<file path="src/rtl/fuse_pkg.sv">
package fuse_pkg;
  localparam int REG_W    = 32;
  localparam int FUSE_AW  = 10;
  localparam int FUSE_DW  = 8;
  localparam int OFS_CTRL = 'h00;
  localparam int OFS_DATA = 'h04;
  localparam int CSB_BIT   = 0;
  localparam int STB_BIT   = 1;
  localparam int LOAD_BIT  = 2;
  localparam int PGENB_BIT = 3;
  localparam int ADR_LSB   = 6;

  typedef struct packed {
    logic [FUSE_AW-1:0] addr;
    logic               pgenb;
    logic               load;
    logic               strobe;
    logic               csb;
  } ctrl_t;

  localparam ctrl_t CTRL_RST = '{addr: '0, pgenb: 1'b1, load: 1'b0, strobe: 1'b0, csb: 1'b1};

  function automatic ctrl_t ctrl_unpack(logic [REG_W-1:0] w);
    ctrl_t c;
    c.addr   = w[ADR_LSB +: FUSE_AW];
    c.pgenb  = w[PGENB_BIT];
    c.load   = w[LOAD_BIT];
    c.strobe = w[STB_BIT];
    c.csb    = w[CSB_BIT];
    return c;
  endfunction

  function automatic logic [REG_W-1:0] ctrl_pack(ctrl_t c);
    logic [REG_W-1:0] w;
    w = '0;
    w[ADR_LSB +: FUSE_AW] = c.addr;
    w[PGENB_BIT] = c.pgenb;
    w[LOAD_BIT]  = c.load;
    w[STB_BIT]   = c.strobe;
    w[CSB_BIT]   = c.csb;
    return w;
  endfunction
endpackage

</file>
<file path="src/rtl/fuse_array.sv">
module fuse_array
  import fuse_pkg::*;
#(
  parameter int DEPTH = 512
) (
  input  logic               clk_i,
  input  logic               bd_we_i,
  input  logic [FUSE_AW-1:0] bd_addr_i,
  input  logic [FUSE_DW-1:0] bd_data_i,
  input  logic [FUSE_AW-1:0] rd_addr_i,
  output logic [FUSE_DW-1:0] rd_data_o
);
  localparam int IDX_W = (DEPTH > 1) ? $clog2(DEPTH) : 1;
  localparam logic [FUSE_AW:0] DEPTH_L = (FUSE_AW+1)'(DEPTH);

  logic [FUSE_DW-1:0] mem [DEPTH];
  logic bd_in, rd_in;

  assign bd_in = {1'b0, bd_addr_i} < DEPTH_L;
  assign rd_in = {1'b0, rd_addr_i} < DEPTH_L;

  always_ff @(posedge clk_i) begin
    if (bd_we_i && bd_in) mem[bd_addr_i[IDX_W-1:0]] <= bd_data_i;
  end

  // out-of-range bytes read as blank fuses
  assign rd_data_o = rd_in ? mem[rd_addr_i[IDX_W-1:0]] : '0;
endmodule

</file>
<file path="src/rtl/fuse_strobe_ctl.sv">
module fuse_strobe_ctl
  import fuse_pkg::*;
(
  input  logic               clk_i,
  input  logic               rst_ni,
  input  ctrl_t              ctrl_i,
  input  logic [FUSE_DW-1:0] fuse_i,
  output logic [FUSE_DW-1:0] dout_o,
  output logic               fire_o
);
  logic strb_d;
  logic rd_mode;

  assign rd_mode = !ctrl_i.csb && ctrl_i.load && ctrl_i.pgenb;
  assign fire_o  = ctrl_i.strobe && !strb_d && rd_mode;

  always_ff @(posedge clk_i or negedge rst_ni) begin
    if (!rst_ni) begin
      strb_d <= 1'b0;
      dout_o <= '0;
    end else begin
      strb_d <= ctrl_i.strobe;
      if (fire_o) dout_o <= fuse_i;
    end
  end
endmodule

</file>
<file path="src/rtl/fuse_reg_if.sv">
module fuse_reg_if
  import fuse_pkg::*;
#(
  parameter int BUS_AW = 8
) (
  input  logic               clk_i,
  input  logic               rst_ni,
  input  logic               req_i,
  input  logic               we_i,
  input  logic [BUS_AW-1:0]  addr_i,
  input  logic [REG_W-1:0]   wdata_i,
  output logic [REG_W-1:0]   rdata_o,
  input  logic [FUSE_DW-1:0] dout_i,
  output ctrl_t              ctrl_o
);
  localparam logic [BUS_AW-1:0] A_CTRL = BUS_AW'(OFS_CTRL);
  localparam logic [BUS_AW-1:0] A_DATA = BUS_AW'(OFS_DATA);

  logic sel_ctrl, sel_data;
  assign sel_ctrl = addr_i == A_CTRL;
  assign sel_data = addr_i == A_DATA;

  always_ff @(posedge clk_i or negedge rst_ni) begin
    if (!rst_ni)                        ctrl_o <= CTRL_RST;
    else if (req_i && we_i && sel_ctrl) ctrl_o <= ctrl_unpack(wdata_i);
  end

  always_comb begin
    rdata_o = '0;
    if (req_i && !we_i) begin
      if (sel_ctrl)      rdata_o = ctrl_pack(ctrl_o);
      else if (sel_data) rdata_o = {{(REG_W-FUSE_DW){1'b0}}, dout_i};
    end
  end
endmodule

</file>
<file path="src/rtl/fuse_rd_port.sv">
module fuse_rd_port
  import fuse_pkg::*;
#(
  parameter int BUS_AW     = 8,
  parameter int FUSE_DEPTH = 512
) (
  input  logic               clk_i,
  input  logic               rst_ni,
  input  logic               req_i,
  input  logic               we_i,
  input  logic [BUS_AW-1:0]  addr_i,
  input  logic [REG_W-1:0]   wdata_i,
  output logic [REG_W-1:0]   rdata_o,
  input  logic               bd_we_i,
  input  logic [FUSE_AW-1:0] bd_addr_i,
  input  logic [FUSE_DW-1:0] bd_data_i,
  output logic               standby_o
);
  ctrl_t              ctrl;
  logic [FUSE_DW-1:0] fuse_byte;
  logic [FUSE_DW-1:0] dout;
  logic               fire;

  fuse_reg_if #(.BUS_AW(BUS_AW)) u_regs (
    .clk_i, .rst_ni, .req_i, .we_i, .addr_i, .wdata_i, .rdata_o,
    .dout_i(dout), .ctrl_o(ctrl)
  );

  fuse_array #(.DEPTH(FUSE_DEPTH)) u_array (
    .clk_i, .bd_we_i, .bd_addr_i, .bd_data_i,
    .rd_addr_i(ctrl.addr), .rd_data_o(fuse_byte)
  );

  fuse_strobe_ctl u_strobe (
    .clk_i, .rst_ni, .ctrl_i(ctrl), .fuse_i(fuse_byte),
    .dout_o(dout), .fire_o(fire)
  );

  assign standby_o = ctrl.csb & ctrl.pgenb;
endmodule

</file>
<file path="config.mk">
export PLATFORM = sky130hd
export DESIGN_NAME = fuse_rd_port
export DESIGN_NICKNAME = d
export VERILOG_FILES = /design/src/rtl/fuse_pkg.sv /design/src/rtl/fuse_array.sv /design/src/rtl/fuse_strobe_ctl.sv /design/src/rtl/fuse_reg_if.sv /design/src/rtl/fuse_rd_port.sv
export SDC_FILE = /design/constraint.sdc
export NUM_CORES = 2
export LEC_CHECK = 0
export ABC_CLOCK_PERIOD_IN_PS = 4100
export BUFFER_PORTS_ARGS = -buffer_cell sky130_fd_sc_hd__buf_2
export CORE_MARGIN = 2
export CORE_UTILIZATION = 50
export DETAILED_ROUTE_END_ITERATION = 10
export PLACE_DENSITY = 0.72
export SYNTH_ARGS = -nofsm -noshare
export SYNTH_HDL_FRONTEND = slang
export SYNTH_HIERARCHICAL = 1
export SYNTH_SLANG_ARGS = --single-unit
</file>
<file path="constraint.sdc">
create_clock -name clk_i -period 4.1 [get_ports clk_i]
set_clock_uncertainty 0.1 [all_clocks]
set_input_delay 0.205 -clock clk_i [delete_from_list [all_inputs] [get_ports clk_i]]
set_output_delay 0.205 -clock clk_i [all_outputs]
set_load 0.01 [all_outputs]
</file>
==> qor.tcl <==
set qor(outcome) {finished, final reports clean}
set qor(finalPower_uw) 85460
set qor(placement.io_buffers) 61
set qor(root_buf_cell) {clkbuf_16}
set qor(hp-class) {input pin to register}
set qor(crit_path_start_kind) {register}
set qor(fin_ws_ns) 0.02838
set qor(fmax_mhz) 245.6
set qor(timing.slew.headroom_pct) 21.99
set qor(tritoncts.num_buffers) 400
set qor(critPathMostFrequentCell) {buf_4}
set qor(setup_viol) 0
set qor(via_count) 82699
set qor(power.static_leakage_uw) 0.05577
set qor(cp_top_delay_family) {buffers and inverters}
set qor(slew_at_the_pin_with_the_worst_max_slew_slack_ns) 1.170
set qor(drtIter0Drc) 12288
set qor(synth.cell_area_um2) 160800
set qor(cts_sinks) 4119
set qor(core-area_um2) 320600
set qor(final.period_utilization_pct) 99.31
set qor(drt-vias-per-instance) 6.428
set qor(timing.final.hold_violations) 0
set qor(met1_usage_pct) 34.49
set qor(start_util_pct) 50.16
set qor(peakVddDrop_mv) 0.4460
set qor(insertion_delay_ns) 1.01
set qor(design.portCount) 96
set qor(grt_max_degree) 145
set qor(grt_pass1_vias) 81864
set qor(cts_buffer_depth) 4
set qor(timing.critical_path.slowest_stage_cell) {dfrtp_4}
set qor(setup_total_negative_slack_ns) 0
set qor(route.final.wire_length_mm) 416.5
set qor(most_common_cell_after_layout_fill_and_taps_aside) {edfxtp_1}
set qor(final_cell_mix) {edfxtp_1 (4096), mux4_2 (919), nor2_1 (652), buf_4 (460), clkbuf_16 (401)}
set qor(final_max_slew_viol_count) 0
set qor(rows) 208
set qor(critical_path_required_time_ns) 4.85
set qor(post_synthesis_cells) 7612
set qor(critPathKind) {register to register}
set qor(dp_hpwl_mm) 258.2
set qor(tritoncts_clock_tree) {yes}
set qor(met3_usage_pct) 5.474
set qor(die_height_um) 571.1
set qor(track_usage_pct) 25.38
set qor(drv_cap) 0
set qor(grt_antenna_before_repair) 18
set qor(detail_route.drc_violations) 0
set qor(globalRouteMet2Util_pct) 40.21
set qor(floorplan.die.width_um) 571.1
set qor(cts.reportedPaths.clkPinSlew_ns) 0.06
set qor(cpPeakStageDelay_ns) 0.46
set qor(power_density_nw_per_um2) 468.1
set qor(top_usage_layer) {met2}
set qor(gp_congestion) 0.9150
set qor(regArea_um2) 123600
set qor(antenna_left) 0
set qor(pre_cts_slack_ns) -0.2564
set qor(hold_ws_ns) 0.1443
set qor(area_growth_syn_to_layout_pct) 13.52
set qor(crit_chain) {buf_12 > buf_12 > buf_4 > mux4_2 > mux2i_1 > a211oi_2 > a211oi_2 > buf_4 > a211oi_1 > buf_4 > nor2b_1 > o221ai_1 > mux2_4}
set qor(syn-mean-instance-area_um2) 21.13
set qor(fin_nets) 8283
set qor(route.detailed.wl_per_inst_um) 32.37
set qor(place_inst) 12070
set qor(crit_path_max_fanout) 66
set qor(post_route_cells_drive_above_1_share_pct) 26.23
set qor(remaining_global_route_overflow) 0
set qor(final_cell_count_no_fill) 12866
set qor(die_area_um2) 326200
set qor(finalWorstPathRequiredPeriod_ns) 4.072
set qor(drt_first_pass_iters) 6
set qor(fillerInstances) 22708
set qor(yosysWarningCount) 6
set qor(path_buf_inv) 5
set qor(timing.critical_path.to_type) {register}
set qor(multiInputGateArea_um2) 34340
set qor(crit_arrival_ns) 4.82
set qor(grt_pass1_wl_mm) 593.4
set qor(cts_htree_levels) 5
## report_power, final
part | leakage [uW] | internal [uW] | switching [uW]
Clock | 0.00625 | 20300 | 15800
Combinational | 0.0124 | 993 | 2050
Sequential | 0.0371 | 46300 | 25.3
## state kept, by name, indices dropped and copies added (netlist names)
name and cells:
u_regs/ctrl_o 14, u_array/mem 4096, u_strobe/strb_d 1, u_strobe/dout_o 8
## repair_timing
| item | in CTS | in global routing |
|---|---|---|
| endpoints found under the setup margin | 4 | 6 |
| cloned | 0 | 0 |
| setup buffers | 0 | 0 |
| endpoints found under the hold margin | 1186 | 0 |
| pin swaps | 0 | 1 |
| hold buffers | 53 | 0 |
| resized for setup | 8 | 6 |
## metal layers
metal,vias up,share of wire (%)
li1,32976,-
met1,43452,36
met2,5404,48
met3,863,11
met4,4,4.6
met5,-,0.0082
## layout make-up
| cell class | count | area share, % |
|---|---|---|
| inverter | 5 | 0.01576 |
| multi-input combinational | 3025 | 18.81 |
| clock buffer | 504 | 5.741 |
| sequential | 4119 | 67.70 |
| timing repair buffer | 669 | 3.432 |
| clock inverter | 227 | 1.332 |
| antenna | 12 | 0.01645 |
| tap | 4305 | 2.951 |
## worst reg2reg max path: cells and delay by family (launching register included)
family          cells  cell delay (ns)
flops               1             0.46
mux                 3             0.98
simple gates        1             0.14
compound gates      4             0.86
buf+inv             5             1.37
## through the flow
stage	utilization (%)	cell area, um^2
6_report	56.94	182600
5_1_grt	56.93	182500
4_1_cts	56.92	182500
3_5_place_dp	52.71	169000
3_3_place_gp	52.71	169000
2_1_floorplan	-	160900
## path summary, 6_finish.rpt
path / from / endpoint / slack, ns / cells after the start
worst max register to register: u_regs/ctrl_o[5] / u_strobe/dout_o[3] / 0.03 / 13
worst max-delay path: u_regs/ctrl_o[5] / u_strobe/dout_o[3] / 0.03 / 13
worst min-delay path: bd_addr_i[3] / u_array/mem[383][0] / 0.14 / 3
max in group asynchronous: rst_ni / u_regs/ctrl_o[4] / 3.48 / 4
worst min register to register: u_regs/ctrl_o[1] / u_strobe/strb_d / 0.39 / 0
min in group asynchronous: rst_ni / u_regs/ctrl_o[7] / 0.19 / 4
Note: power is estimated with default switching activity, not from simulation.
